--- src/rtl/dma_strm_pkg.sv ---
package dma_strm_pkg;
  localparam int STS_W   = 8;
  localparam int FLAG_N  = 3;
  localparam int BIT_CMP = 2;
  localparam int BIT_FER = 3;
  localparam int BIT_DER = 4;
  localparam int BIT_RDY = 5;

  typedef struct packed {
    logic derr;
    logic ferr;
    logic cmp;
  } flags_t;
endpackage

--- src/rtl/dma_strm_sticky.sv ---
module dma_strm_sticky #(
  parameter int N = 3
) (
  input  logic         clk,
  input  logic         rst_n,
  input  logic [N-1:0] set_i,
  input  logic [N-1:0] clr_i,
  output logic [N-1:0] q_o
);
  for (genvar i = 0; i < N; i++) begin : g_bit
    always_ff @(posedge clk) begin
      if (!rst_n)           q_o[i] <= 1'b0;
      else if (set_i[i])    q_o[i] <= 1'b1;
      else if (clr_i[i])    q_o[i] <= 1'b0;
    end

    // a set event wins over a same-cycle clear
    p_set_wins_r10: assert property (@(posedge clk) disable iff (!rst_n)
      set_i[i] |=> q_o[i]);
    // a lone clear drops the flag
    p_clear_r9: assert property (@(posedge clk) disable iff (!rst_n)
      (clr_i[i] && !set_i[i]) |=> !q_o[i]);
    // with no set and no clear the flag holds
    p_hold_r9: assert property (@(posedge clk) disable iff (!rst_n)
      (!clr_i[i] && !set_i[i]) |=> $stable(q_o[i]));
  end
endmodule

--- src/rtl/dma_strm_evt_qual.sv ---
module dma_strm_evt_qual #(
  parameter bit IS_INPUT = 1'b1
) (
  input  logic run_i,
  input  logic link_stb,
  input  logic fifo_full,
  input  logic fifo_empty,
  input  logic bufs_left,
  input  logic desc_loaded,
  input  logic fifo_enough,
  output logic fifo_adv,
  output logic ferr_evt,
  output logic rdy_src
);
  if (IS_INPUT) begin : g_in
    logic dir_unused;
    assign dir_unused = ^{fifo_empty, bufs_left, fifo_enough};
    always_comb begin
      fifo_adv = run_i & link_stb & ~fifo_full;
      ferr_evt = run_i & link_stb & fifo_full;
      rdy_src  = desc_loaded;
    end
  end else begin : g_out
    logic dir_unused;
    assign dir_unused = ^{fifo_full, desc_loaded};
    always_comb begin
      fifo_adv = run_i & link_stb & ~fifo_empty;
      ferr_evt = run_i & link_stb & fifo_empty & bufs_left;
      rdy_src  = fifo_enough;
    end
  end
endmodule

--- src/rtl/dma_strm_run_ctl.sv ---
module dma_strm_run_ctl (
  input  logic clk,
  input  logic rst_n,
  input  logic run_set,
  input  logic run_clr,
  input  logic desc_fault,
  input  logic derr_q,
  output logic run_q
);
  always_ff @(posedge clk) begin
    if (!rst_n)                      run_q <= 1'b0;
    else if (desc_fault)             run_q <= 1'b0;
    else if (run_clr)                run_q <= 1'b0;
    else if (run_set && !derr_q)     run_q <= 1'b1;
  end

  // a fault always stops the stream
  p_fault_stops_r4: assert property (@(posedge clk) disable iff (!rst_n)
    desc_fault |=> !run_q);
  // no restart while the descriptor error flag is up
  p_no_restart_r5: assert property (@(posedge clk) disable iff (!rst_n)
    (derr_q && !run_q) |=> !run_q);
  // clear request wins
  p_clr_r5: assert property (@(posedge clk) disable iff (!rst_n)
    run_clr |=> !run_q);
endmodule

--- src/rtl/dma_strm_status.sv ---
module dma_strm_status #(
  parameter bit IS_INPUT = 1'b1
) (
  input  logic       clk,
  input  logic       rst_n,
  input  logic       sw_wr,
  input  logic [7:0] sw_wdata,
  output logic [7:0] sw_rdata,
  input  logic       sw_run_set,
  input  logic       sw_run_clr,
  output logic       run,
  input  logic       desc_loaded,
  input  logic       fifo_enough,
  input  logic       desc_fault,
  input  logic       link_stb,
  input  logic       fifo_full,
  input  logic       fifo_empty,
  input  logic       bufs_left,
  output logic       fifo_adv,
  input  logic       buf_done,
  input  logic       buf_ioc,
  input  logic       en_comp,
  input  logic       en_ferr,
  input  logic       en_derr,
  output logic       irq
);
  import dma_strm_pkg::*;

  flags_t flag_set, flag_clr, flag_q, flag_en;
  logic   ferr_evt, rdy_src, rdy_q;
  logic   wdata_unused;

  assign wdata_unused = ^{sw_wdata[7:5], sw_wdata[1:0]};

  dma_strm_evt_qual #(.IS_INPUT(IS_INPUT)) u_qual (
    .run_i(run), .link_stb(link_stb), .fifo_full(fifo_full),
    .fifo_empty(fifo_empty), .bufs_left(bufs_left),
    .desc_loaded(desc_loaded), .fifo_enough(fifo_enough),
    .fifo_adv(fifo_adv), .ferr_evt(ferr_evt), .rdy_src(rdy_src)
  );

  always_comb begin
    flag_set.derr = desc_fault;
    flag_set.ferr = ferr_evt;
    flag_set.cmp  = buf_done & buf_ioc;
    flag_clr.derr = sw_wr & sw_wdata[BIT_DER];
    flag_clr.ferr = sw_wr & sw_wdata[BIT_FER];
    flag_clr.cmp  = sw_wr & sw_wdata[BIT_CMP];
    flag_en.derr  = en_derr;
    flag_en.ferr  = en_ferr;
    flag_en.cmp   = en_comp;
  end

  dma_strm_sticky #(.N(FLAG_N)) u_sticky (
    .clk(clk), .rst_n(rst_n), .set_i(flag_set), .clr_i(flag_clr), .q_o(flag_q)
  );

  dma_strm_run_ctl u_run (
    .clk(clk), .rst_n(rst_n), .run_set(sw_run_set), .run_clr(sw_run_clr),
    .desc_fault(desc_fault), .derr_q(flag_q.derr), .run_q(run)
  );

  always_ff @(posedge clk) begin
    if (!rst_n) rdy_q <= 1'b0;
    else        rdy_q <= rdy_src;
  end

  always_comb begin
    sw_rdata          = '0;
    sw_rdata[BIT_RDY] = rdy_q;
    sw_rdata[BIT_DER] = flag_q.derr;
    sw_rdata[BIT_FER] = flag_q.ferr;
    sw_rdata[BIT_CMP] = flag_q.cmp;
  end

  assign irq = |(flag_q & flag_en);

  // reserved bits never read as one
  p_rsvd_zero_r2: assert property (@(posedge clk) disable iff (!rst_n)
    (sw_rdata[7:6] == 2'b00) && (sw_rdata[1:0] == 2'b00));
  // no request without a raised flag
  p_irq_quiet_r11: assert property (@(posedge clk) disable iff (!rst_n)
    (sw_rdata[4:2] == 3'b000) |-> !irq);
  // FIFO error captured regardless of enable
  p_ferr_capture_r12: assert property (@(posedge clk) disable iff (!rst_n)
    (run && link_stb && (IS_INPUT ? fifo_full : (fifo_empty && bufs_left)))
      |=> sw_rdata[3]);
  // a stalled FIFO never advances
  p_no_adv_r6: assert property (@(posedge clk) disable iff (!rst_n)
    (IS_INPUT ? fifo_full : fifo_empty) |-> !fifo_adv);
endmodule

--- config.mk ---
export PLATFORM = sky130hd
export DESIGN_NAME = dma_strm_status
export DESIGN_NICKNAME = d
export VERILOG_FILES = /design/src/rtl/dma_strm_pkg.sv /design/src/rtl/dma_strm_sticky.sv /design/src/rtl/dma_strm_evt_qual.sv /design/src/rtl/dma_strm_run_ctl.sv /design/src/rtl/dma_strm_status.sv
export SDC_FILE = /design/constraint.sdc
export NUM_CORES = 1
export LEC_CHECK = 0
export BUFFER_PORTS_ARGS = -buffer_cell sky130_fd_sc_hd__buf_2
export CORE_AREA = 3 3 40 42
export DETAILED_ROUTE_END_ITERATION = 8
export DIE_AREA = 0 0 43 45
export PLACE_DENSITY = 0.66
export REMOVE_ABC_BUFFERS = 1
export SYNTH_ARGS = -nofsm -noshare
export SYNTH_HDL_FRONTEND = slang
export SYNTH_SLANG_ARGS = --single-unit
--- constraint.sdc ---
create_clock -name clk -period 1.1 [get_ports clk]
set_clock_uncertainty 0.05 [all_clocks]
set_input_delay 0 -clock clk [delete_from_list [all_inputs] [get_ports clk]]
set_output_delay 0 -clock clk [all_outputs]
set_load 0.01 [all_outputs]
==> flow_metrics.py <==
metrics = {
    "status": {
        "failed_checks": "setup timing",
        "status": "complete, but fails checks",
    },
    "timing": {
        "finalCriticalPeriod_ns": 1.11,
        "whs_ns": 0.0256,
        "fin_ws_ns": -0.0116,
        "slew_violations": 0,
        "min_period_over_period_pct": 101,
        "setup_viol": 1,
        "rsz0062_at_grt": "yes",
        "fmax_mhz": 900,
        "finalHoldViolCount": 0,
        "finalSetupTns_ns": -0.0116,
    },
    "pwr": {
        "vdd_drop_max_v": 0.000588,
        "p_per_area_nw_per_um2": 1080,
        "p_leak_nw": 0.268,
    },
    "clocking": {
        "cts_tree": "done",
        "post_cts_buffers": 0,
        "cts_sinks": 5,
        "clk_latency_ns": 0.24,
        "clkSlewWorstSetupHoldPaths_ns": 0.04,
        "htreeDepth": 1,
        "clockBufferDepth": 2,
        "cts-root-buf": "clkbuf_4",
        "tritoncts.num_buffers": 3,
    },
    "setup_path": {
        "rrSetupSlack_ns": 0.31,
        "critical_path_class": "reg2out",
        "crit_path_end": "irq",
        "path_depth": 3,
        "cp-startpoint": "u_sticky.q_o[1]",
        "crit_path_max_fanout": 3,
        "cp.arrival_ns": 1.06,
        "crit_chain": "a222oi_1 -> inv_1 -> buf_2",
        "path_buf_inv": 2,
        "r2r_start": "u_sticky.q_o[2]",
        "slowest_stage": "dfxtp_2",
        "reg2reg_to": "u_run.run_q",
        "r2r_cells": 2,
        "cp_top_family": "flip-flops",
        "critPathLaunchType": "flip-flop",
        "max_stage_delay_ns": 0.32,
        "endpoint_kind": "output port",
        "critPathRequiredTime_ns": 1.05,
    },
    "layout": {
        "nNetsFinal": 90,
        "diodes": 0,
        "final_cells": 79,
        "drive_above_1_share_pct": 42.2,
        "syn2layout_area_growth_pct": 91.0,
        "design_area_sq_um": 478,
    },
    "route": {
        "drt_iter0_markers": 5,
        "drtPass1Iterations": 4,
        "drc_errors": 0,
        "wl_per_cell_um": 8.96,
        "routed_via_density": 4.08,
        "drt_wl_total_um": 708,
        "ant_nets": 0,
        "vias": 322,
    },
    "flow_run": {
        "drv_cap": 0,
    },
    "yosys": {
        "syn_area_sq_um": 250,
        "synth_warnings": 0,
        "netlist_instances": 30,
        "ys_ff_latch": 5,
        "syn_area_per_cell_sq_um": 8.34,
        "seq_area_frac_synth_pct": 40.0,
        "yosys.cell_types.count": 15,
    },
    "place": {
        "dpl.cell_count": 65,
        "pre_cts_ws_ns": 0.209,
        "routabilityCongestion": 0.637,
        "io_buffers": 23,
        "post_dp_cell_area_sq_um": 350,
    },
    "global_routing": {
        "grt_start_max_net_pins": 8,
        "grt_overflow": 0,
        "antenna_found_initial": 0,
        "grt_use_total_pct": 8.58,
        "grt_pass1_wl_um": 1180,
        "grt_pass1_vias": 313,
    },
    "floorplanning": {
        "start_util_pct": 19.5,
        "die_x_um": 43,
        "num_rows": 13,
        "core_area_sq_um": 1280,
        "die_h_um": 45,
        "ioPinCount": 36,
        "dieArea_sq_um": 1940,
    },
    "hold_path": {
        "hold_class": "in2reg",
    },
}
[worst reg2reg max path: stages (launching register included)]
cell and delay, ns:
dfxtp_1 0.37, nor2b_1 0.06, o211a_1 0.19
[layout make-up]
| type | instances | area, sq um |
|---|---|---|
| clock buffers | 4 | 26.3 |
| repair buffers | 33 | 215 |
| inverters | 2 | 7.51 |
| fillers | 140 | 807 |
| well taps | 15 | 18.8 |
| flip-flops and latches | 5 | 101 |
| multi-input cells | 20 | 109 |
[metal layers]
| layer | share of wire (%) | up-vias | GRT usage, % |
|---|---|---|---|
| li1 | - | 159 | - |
| met4 | 0 | 0 | 3.61 |
| met1 | 38 | 140 | 8.21 |
| met3 | 15 | 0 | 5.98 |
| met2 | 47 | 23 | 14.4 |
| met5 | 0 | - | 0 |
[flip-flops by register name (all words and copies together) (netlist names)]
signal and cells:
rdy_q 1, u_sticky.q_o 3, u_run.run_q 1
[repair_timing]
item | CTS | global route
resized for setup | 1 | 0
pin swaps | 1 | 0
cloned | 0 | 0
endpoints found under the setup margin | 1 | 1
hold endpoints to repair | 5 | 0
hold buffers | 10 | 0
[logic make-up after synthesis]
family                 share of synthesized area [%]
buffers and inverters                           21.0
and+or+nand+nor                                 19.0
DFF                                             40.0
other                                           1.50
AOI/OAI and AO/OA                               18.5
[layout by cell type (no fill, tap or decap)]
| master | count |
|---|---|
| a222oi_1 | 1 |
| a31o_1 | 1 |
| a31oi_1 | 1 |
| and2_1 | 2 |
| and3_1 | 1 |
| buf_2 | 23 |
| clkbuf_1 | 1 |
| clkbuf_4 | 3 |
| conb_1 | 4 |
| dfxtp_1 | 4 |
| dfxtp_2 | 1 |
| dlygate4sd3_1 | 10 |
| inv_1 | 2 |
| nand2_1 | 4 |
| nor2_1 | 2 |
| nor2b_1 | 1 |
| o211a_1 | 1 |
| o21ai_1 | 1 |
| o22ai_1 | 1 |
[through the flow]
step	utilization (%)	power [W]
after floorplan	-	0.000229
after global placement	27.3	0.000273
after detailed placement	27.3	0.000275
after CTS	37.2	0.000527
after global routing	37.2	0.000556
final	37.2	0.000516
[worst min path at each step]
stage | startpoint | endpoint | slack, ns | cells after the start
global route | buf_done | u_sticky.q_o[0] | 0.05 | 3
finish | buf_ioc | u_sticky.q_o[0] | 0.03 | 3
detailed placement | sw_wdata[4] | u_sticky.q_o[2] | 0.15 | 2
CTS | buf_ioc | u_sticky.q_o[0] | 0.02 | 3
global placement | sw_wdata[4] | u_sticky.q_o[2] | 0.15 | 2
floorplan | fifo_full | fifo_adv | -0.002 | 1
[where the power goes]
part | total, W | internal (W) | leakage [nW] | switching (W)
Combinational | 0.000102 | 0.0000622 | 0.211 | 0.0000396
Sequential | 0.000197 | 0.000191 | 0.0417 | 0.00000602
Clock | 0.000217 | 0.000137 | 0.0150 | 0.0000799
[synth_stat cells]
cell / n / area, sq um
nor2_1: 2 / 7.51
dfxtp_1: 5 / 100
nor2b_1: 1 / 6.26
o211a_1: 1 / 10.0
and2_1: 2 / 12.5
inv_1: 2 / 7.51
and3_1: 1 / 6.26
a31o_1: 1 / 8.76
a222oi_1: 1 / 10.0
conb_1: 1 / 3.75
o21ai_1: 1 / 5.00
a31oi_1: 1 / 6.26
buf_4: 6 / 45.0
nand2_1: 4 / 15.0
o22ai_1: 1 / 6.26
No activity file was read; power rests on OpenSTA's default activity.
